<file path="config.mk">
export PLATFORM = sky130hd
export DESIGN_NAME = prot_ctrl
export DESIGN_NICKNAME = d
export VERILOG_FILES = /design/src/rtl/prot_ctrl.sv
export SDC_FILE = /design/constraint.sdc
export NUM_CORES = 1
export LEC_CHECK = 0
export BUFFER_PORTS_ARGS = -buffer_cell sky130_fd_sc_hd__buf_4
export CAP_MARGIN = 15
export CORE_AREA = 2 2 63 65
export DETAILED_ROUTE_END_ITERATION = 10
export DIE_AREA = 0 0 65 67
export MAX_ROUTING_LAYER = met4
export PLACE_DENSITY = 0.69
export SYNTH_ARGS = -nofsm -noshare
export SYNTH_HDL_FRONTEND = slang
export SYNTH_SLANG_ARGS = --single-unit
export TNS_END_PERCENT = 1
</file>
<file path="constraint.sdc">
create_clock -name clk -period 2.7 [get_ports clk]
set_clock_uncertainty 0.1 [all_clocks]
set_input_delay 0.135 -clock clk [delete_from_list [all_inputs] [get_ports clk]]
set_output_delay 0.135 -clock clk [all_outputs]
set_load 0.05 [all_outputs]
</file>
<file path="src/rtl/prot_ctrl.sv">
module prot_ctrl #(
  parameter int NBLK = 8,
  localparam int IW = (NBLK > 1) ? $clog2(NBLK) : 1
) (
  input  logic            clk,
  input  logic            rst_n,
  input  logic            wp_pin,
  input  logic [1:0]      cmd_op,
  input  logic [IW-1:0]   cmd_idx,
  input  logic [IW-1:0]   sel_idx,
  output logic [NBLK-1:0] pe_allowed,
  output logic [1:0]      status
);
  localparam logic [1:0] OP_PROT = 2'b01;
  localparam logic [1:0] OP_UNPR = 2'b10;
  localparam logic [1:0] OP_LOCK = 2'b11;

  logic wp_s1, wp_s2, wp_q;
  logic [NBLK-1:0] prot_q, lock_q, save_q;

  always_ff @(posedge clk or negedge rst_n)
    if (!rst_n) begin
      wp_s1 <= 1'b1;
      wp_s2 <= 1'b1;
      wp_q  <= 1'b1;
    end else begin
      wp_s1 <= wp_pin;
      wp_s2 <= wp_s1;
      wp_q  <= wp_s2;
    end

  wire wp_fall = wp_q & ~wp_s2;
  wire wp_rise = ~wp_q & wp_s2;
  wire wp_lvl  = wp_s2;

  for (genvar g = 0; g < NBLK; g++) begin : g_blk
    logic p_e, s_e, p_n, l_n, s_n;
    wire hit = (cmd_idx == IW'(g));

    always_comb begin
      p_e = prot_q[g];
      s_e = save_q[g];
      if (wp_fall) begin
        s_e = prot_q[g];
        if (lock_q[g]) p_e = 1'b1;
      end
      if (wp_rise && lock_q[g]) p_e = save_q[g];

      p_n = p_e;
      l_n = lock_q[g];
      s_n = s_e;
      if (hit) begin
        case (cmd_op)
          OP_PROT: if (wp_lvl || !lock_q[g]) p_n = 1'b1;
          OP_UNPR: if (wp_lvl || !lock_q[g]) p_n = 1'b0;
          OP_LOCK: begin
            if (!wp_lvl && !lock_q[g]) s_n = p_e;
            l_n = 1'b1;
            p_n = 1'b1;
          end
          default: ;
        endcase
      end
    end

    always_ff @(posedge clk or negedge rst_n)
      if (!rst_n) begin
        prot_q[g] <= 1'b1;
        lock_q[g] <= 1'b0;
        save_q[g] <= 1'b1;
      end else begin
        prot_q[g] <= p_n;
        lock_q[g] <= l_n;
        save_q[g] <= s_n;
      end
  end

  assign pe_allowed = ~prot_q;
  assign status = (int'(sel_idx) < NBLK) ? {lock_q[sel_idx], prot_q[sel_idx]} : 2'b01;
endmodule

</file>
==> summary.txt, run 1 <==
Floorplan
  • Die area: 4360 sq um
  • Row count: 22
  • Initial Util: 49.5%
  • Chip width: 65 um
  • Core area: 3610 sq um
  • Die Y: 67 um
  • IO Count: 21

Logic synthesis
  • Total nets after synthesis: 196
  • Synthesized area: 1790 sq um
  • Sequential cell area fraction in the yosys report: 39.2%
  • YS warnings: 0
  • Cells after synthesis: 185
  • Syn_area_per_cell: 9.65 sq um
  • Distinct cells, synth: 36
  • Number of synthesized register bits: 27

Routing
  • Via/cell ratio: 6.02
  • Final WL: 4330 um
  • Routed met2 length: 2050 um
  • Met3 WL post-DR: 238 um
  • Highest Signal Layer: met4
  • Wire per inst: 17.6 um
  • Antenna-violating nets left: 0
  • DRT met1 WL: 1980 um
  • Drt drc: 0
  • Routed via count: 1480
  • DRT Pass-1 Iters: 4
  • Drt initial violations: 135

Power
  • Pwr dens: 818 nW/um^2
  • Leak: 0.851 nW
  • Maximum vdd drop: 320 uV

Critical path
  • Worst R2R Start: wp_lvl$_DFF_PN1_
  • Required time of the worst setup path: 2.47 ns
  • Slowest cell on the critical path: mux4_2
  • WP depth: 3
  • CP startpoint kind: register
  • Internal reg-to-reg setup slack: 0.80 ns
  • CP endpoint kind: output pin
  • Delay-heaviest family, CP: multiplexers
  • Worst path bufs/invs: 1
  • Crit path to: status[1]
  • Worst r2r dst: save_q[6]$_DFF_PN1_
  • CP Cell Sequence: mux4_2, mux2_2, buf_4
  • CP Data Arrival Time: 1.73 ns
  • Slowest stage delay, CP: 0.51 ns
  • Worst Setup SP: lock_q[7]$_DFFE_PN0P_
  • WS Path Type: reg2out
  • CP max FO: 7
  • FF-to-FF path depth: 4

Cells and area
  • Syn-to-layout area delta: 11.6%
  • Most common cell after layout, fill and taps aside: buf_4
  • N_diodes: 0
  • Layout cells sized above 1: 25.8%
  • Commonest cells after routing, fill and taps aside: buf_4, dfstp_2, nor2_1, nand2_1, inv_1
  • Final #Nets: 210

Global route
  • Initial antenna violation count: 0
  • Largest net degree at the start of global routing: 38
  • First-pass GRT wire length: 7320 um
  • GRT Residual Overflow: 0
  • Overall routing resource usage: 22.7%
  • Vias in the first global route: 1513

CTS
  • Worst-case clock buffer depth: 2
  • Post-CTS Resized: 0
  • H-tree Lvls: 1
  • Worst skew pair latency: 0.28 ns
  • CTS buffer count: 3
  • Clock tree sinks: 27
  • CTS root buf: clkbuf_8
  • Clk slew on worst S/H paths: 0.09 ns
  • CTS tree: yes

Hold path
  • Hold_sp: cmd_op[0]
  • Hold Path Class: in2reg

Flow run
  • Max-cap violations: 0

STA
  • Relative slew slack: 52.8%
  • Fin Setup TNS: 0 ns
  • Hold WS: 0.0774 ns
  • Slew @ Worst Pin: 0.706 ns
  • Final slew viol count: 0
  • Final setup fails: 0
  • Period Utilization, post-route: 72.7%
  • RSZ-0062 raised after global routing: false
  • Max Freq: 0.510 GHz
  • Final hold viol count: 0
  • Setup WS post-layout: 0.738 ns
  • Min cycle time layout: 1.96 ns

Place
  • Dpl hpwl: 2920 um
  • Routability congestion estimate: 0.870
  • IO Port Bufs: 20
  • Worst Setup Slack post-DPL: 0.830 ns

Outcome
  • Outcome: complete, no violations
[worst min-delay path by stage]
stage | end | depth (start not counted) | slack, ns
after floorplan | lock_q[0]$_DFFE_PN0P_ | 0 | -0.26
after global routing | prot_q[7]$_DFF_PN1_ | 2 | 0.07
after CTS | prot_q[7]$_DFF_PN1_ | 2 | 0.07
after global placement | lock_q[6]$_DFFE_PN0P_ | 1 | -0.03
final | prot_q[7]$_DFF_PN1_ | 2 | 0.08
after detailed placement | lock_q[4]$_DFFE_PN0P_ | 1 | -0.03
[area by class of cell]
cell class / instances / area (sq um)
timing repair buffer: 22 / 170
fill: 336 / 1610
sequential: 27 / 699
clock buffer: 4 / 45.0
multi-input combinational: 134 / 976
tap: 48 / 60.1
inverter: 11 / 41.3
[synth_stat cells]
cell | number | share of area [%]
a41oi_1 | 3 | 1.5
mux4_2 | 4 | 5.0
nand3b_1 | 1 | 0.42
nand3_1 | 1 | 0.28
mux2i_1 | 8 | 4.5
nor2b_1 | 2 | 0.70
nor4bb_1 | 8 | 4.5
a21oi_1 | 10 | 2.8
dfstp_2 | 19 | 28
dfrtp_1 | 8 | 11
nor3_1 | 7 | 2.0
buf_2 | 7 | 2.0
and3_1 | 1 | 0.35
clkbuf_1 | 3 | 0.63
nor4_2 | 1 | 0.70
nand2b_1 | 10 | 3.5
and2_0 | 1 | 0.35
or2b_1 | 1 | 0.42
o21bai_1 | 2 | 0.84
nor2_1 | 13 | 2.7
a211o_1 | 8 | 3.9
o21ai_1 | 3 | 0.84
nor4_1 | 1 | 0.35
a31o_2 | 1 | 0.49
mux2_2 | 2 | 1.3
and3b_1 | 8 | 3.9
or3_4 | 1 | 0.63
nand2_1 | 13 | 2.7
o2bb2a_1 | 5 | 2.8
a31oi_1 | 5 | 1.8
o22a_1 | 3 | 1.5
buf_4 | 3 | 1.3
a21o_1 | 5 | 2.1
inv_1 | 11 | 2.3
o21ai_0 | 5 | 1.4
a21boi_0 | 1 | 0.42
[what timing repair did]
| item | CTS | global route |
|---|---|---|
| hold endpoints to repair | 28 | 0 |
| buffers inserted | 0 | 0 |
| hold buffers | 2 | 0 |
[registers in the layout (all words and copies together) (netlist names)]
register / flops
wp_s1: 1
lock_q: 8
prot_q: 8
wp_lvl: 1
save_q: 8
wp_q: 1
[logic make-up after synthesis]
group / after synthesis / share of synthesized area, %
AO/OA/AOI/OAI: 51 / 20.3
buffers and inverters: 24 / 6.17
flip-flops: 27 / 39.2
multiplexers: 14 / 10.8
AND/OR/NAND/NOR: 69 / 23.5
[per-stage QoR]
stage | total power, mW | util, % | cell area, sq um | cells
3_5_place_dp | 1.39 | 53.4 | 1930 | 240
3_3_place_gp | 1.37 | 53.4 | 1930 | 240
6_report | 1.63 | 55.2 | 1990 | 246
4_1_cts | 1.64 | 55.2 | 1990 | 246
5_1_grt | 1.73 | 55.2 | 1990 | 246
2_1_floorplan | 1.19 | - | 1790 | 185
[worst reg2reg max path, delay by kind of cell, from the launching register on]
family | cells | cell delay (ns)
AO/OA/AOI/OAI | 1 | 0.14
flip-flops | 1 | 0.88
multiplexers | 1 | 0.09
AND/OR/NAND/NOR | 2 | 0.62
[metal layers]
| layer | vias up | global-route usage [%] |
|---|---|---|
| li1 | 706 | - |
| met3 | 5 | 2.20 |
| met4 | 0 | 7.98 |
| met2 | 43 | 37.6 |
| met1 | 726 | 29.3 |
| met5 | - | - |
[report_power, final]
part | leakage [nW] | internal [mW] | total [mW] | switching, mW
combinational | 0.547 | 0.294 | 0.711 | 0.418
sequential | 0.281 | 0.569 | 0.679 | 0.110
clock | 0.0228 | 0.106 | 0.239 | 0.133
Note: power is estimated with default switching activity, not from simulation.
==> inputs of run 2 (changes only) <==
- ABC_AREA: not set -> 1
- CORE_AREA: 2 2 63 65 -> 2 2 61 63
- DIE_AREA: 0 0 65 67 -> 0 0 63 65
- clock period: 2.7 -> 1.9 ns (I/O delays scaled with it)
==> run 2 against run 1 <==
Compared with the run above: global-route usage down 0.16 points; non-clock buffer count up 5; clock power is 3% higher; critical path type unchanged; die area decreased by 6.0%; sequential power is 4.9% higher; count of clock-buffer cells in the layout stayed put; flip-flop and latch count unchanged; largest cell class unchanged.
==> summary.txt, run 2 <==
Outcome
  • Outcome: complete, no violations

Place
  • Routability congestion estimate: 0.883
  • Inst Count DP: 314
  • Dpl hpwl: 2970 um
  • IO Port Bufs: 20

Hold path
  • WHS Path Cells: 5
  • Hold EP: prot_q[4]$_DFF_PN1_
  • Hold_sp: cmd_idx[2]
  • Hold Path Class: in2reg

Critical path
  • Worst Setup SP: prot_q[1]$_DFF_PN1_
  • Worst r2r dst: save_q[1]$_DFF_PN1_
  • CP Cell Sequence: inv_1, nand2_1, o211ai_1, nand2_1, nand2_1, nand2_1, buf_4
  • WS Path Type: reg2out
  • CP startpoint kind: register
  • FF-to-FF path depth: 7
  • Slowest cell on the critical path: dfstp_2
  • CP Data Arrival Time: 1.46 ns
  • CP endpoint kind: output pin
  • Slowest stage delay, CP: 0.54 ns
  • Worst R2R Start: wp_lvl$_DFF_PN1_
  • Required time of the worst setup path: 1.70 ns
  • CP max FO: 4
  • Internal reg-to-reg setup slack: 0.39 ns
  • CP most frequent cell: nand2_1

CTS
  • Worst-case clock buffer depth: 2
  • CTS root buf: clkbuf_4
  • Worst skew pair latency: 0.32 ns
  • H-tree Lvls: 1
  • CTS tree: yes
  • Clock tree sinks: 27
  • Clk slew on worst S/H paths: 0.15 ns
  • CTS buffer count: 3
  • Post-CTS Setup Bufs: 0

Logic synthesis
  • Top FF cell, synth: dfstp_2
  • Post-synth EDFFs: 0
  • Synthesized area: 1680 sq um
  • Asr flop ratio synth: 100%
  • Sequential cell area fraction in the yosys report: 41.7%
  • Most frequent cells after synthesis: nand2_1, inv_1, nand3_1
  • Total nets after synthesis: 263
  • YS warnings: 0
  • Yosys top cell area share: 29.8%
  • Most frequent cell after synthesis: nand2_1
  • Cells after synthesis: 252
  • Syn_area_per_cell: 6.65 sq um
  • Distinct cells, synth: 16
  • Cell taking the most area after synthesis: dfstp_2
  • Number of synthesized register bits: 27
  • Synth area leaders: dfstp_2, nand2_1, dfrtp_1

Floorplan
  • Die Y: 65 um
  • Die area: 4100 sq um
  • IO Count: 21
  • Row count: 22
  • Core area: 3500 sq um
  • Initial Util: 48.0%
  • Chip width: 63 um

Flow run
  • Max-cap violations: 0

Cells and area
  • Commonest cells after routing, fill and taps aside: nand2_1, inv_1, nand3_1, nor2_1, buf_4
  • Post-route insts no fill: 324
  • FF/Latch Area: 699 sq um
  • Regs by FF count: lock_q (8), prot_q (8), save_q (8)
  • N_diodes: 0
  • Multi-input logic area: 838 sq um
  • Syn-to-layout area delta: 16.1%
  • Final #Nets: 288
  • Filler cells: 378
  • Layout cells sized above 1: 17.0%
  • Most common cell after layout, fill and taps aside: nand2_1

Global route
  • Largest net degree at the start of global routing: 28
  • GRT Residual Overflow: 0
  • Initial antenna violation count: 0
  • Overall routing resource usage: 22.6%
  • First-pass GRT wire length: 7160 um
  • Vias in the first global route: 1576

Routing
  • Antenna-violating nets left: 0
  • DRT Pass-1 Iters: 4
  • Wire per inst: 12.4 um
  • Routed via count: 1644
  • Drt drc: 0
  • Via/cell ratio: 5.07
  • Drt initial violations: 135
  • Final WL: 4020 um

STA
  • Period Utilization, post-route: 87.2%
  • Final slew viol count: 0
  • Hold WS: 0.0255 ns
  • RSZ-0062 raised after global routing: false
  • Slew @ Worst Pin: 0.385 ns
  • Final hold viol count: 0
  • Relative slew slack: 74.3%
  • Fin Setup TNS: 0 ns
  • Max Freq: 0.604 GHz
  • Final setup fails: 0
  • Min cycle time layout: 1.66 ns

Power
  • Leak: 0.952 nW
  • Pwr dens: 729 nW/um^2
  • Maximum vdd drop: 295 uV
==> run 2: what timing repair did <==
item	CTS	global route
endpoints found under the hold margin	32	0
hold buffers	6	0
endpoints found under the setup margin	0	0
resized for setup	0	0
==> run 2: cells by family (layout without fill, tap and decap cells) <==
logic type / Yosys count / in the layout / share of synthesized area, %
and+or+nand+nor: 158 / 158 / 38.7
AOI/OAI and AO/OA: 32 / 32 / 11.3
DFF: 27 / 27 / 41.7
buffers and inverters: 35 / 59 / 8.28
==> run 2: routing by layer <==
layer,share of wire (%),global-route usage (%)
met5,0,-
met4,1.3,6.94
met3,4.0,2.60
met2,49,37.9
met1,46,28.8
==> run 2: through the flow <==
stage	total power, mW	utilization (%)	area [sq um]	worst slack, ns
finish	1.42	55.7	1950	0.244
global route	1.52	55.7	1950	0.105
CTS	1.44	55.7	1950	0.215
detailed placement	1.18	53.2	1860	0.405
global placement	1.17	53.2	1860	0.423
floorplan	1.03	-	1680	0.360
==> run 2: worst max-delay path, delay by kind of cell, from the launching register on <==
kind | cells | cell delay [ns]
buffers and inverters | 2 | 0.29
AO/OA/AOI/OAI | 1 | 0.07
AND/OR/NAND/NOR | 4 | 0.24
flip-flops | 1 | 0.54
==> run 2: worst max-delay path by stage <==
stage,to
2_1_floorplan,status[0]
4_1_cts,status[0]
3_3_place_gp,save_q[2]$_DFF_PN1_
6_report,status[0]
5_1_grt,status[0]
3_5_place_dp,save_q[2]$_DFF_PN1_
==> run 2: cell type report <==
class,instances,area share (%)
Sequential cell,27,35.9
Multi-Input combinational cell,190,43.1
Timing Repair Buffer,27,11.2
Clock buffer,4,1.35
Inverter,28,5.40
Tap cell,48,3.08
==> run 2: power by group <==
group | switching [mW] | total [mW] | internal, mW
registers | 0.0309 | 0.712 | 0.681
logic | 0.317 | 0.461 | 0.144
clock network | 0.164 | 0.246 | 0.0821
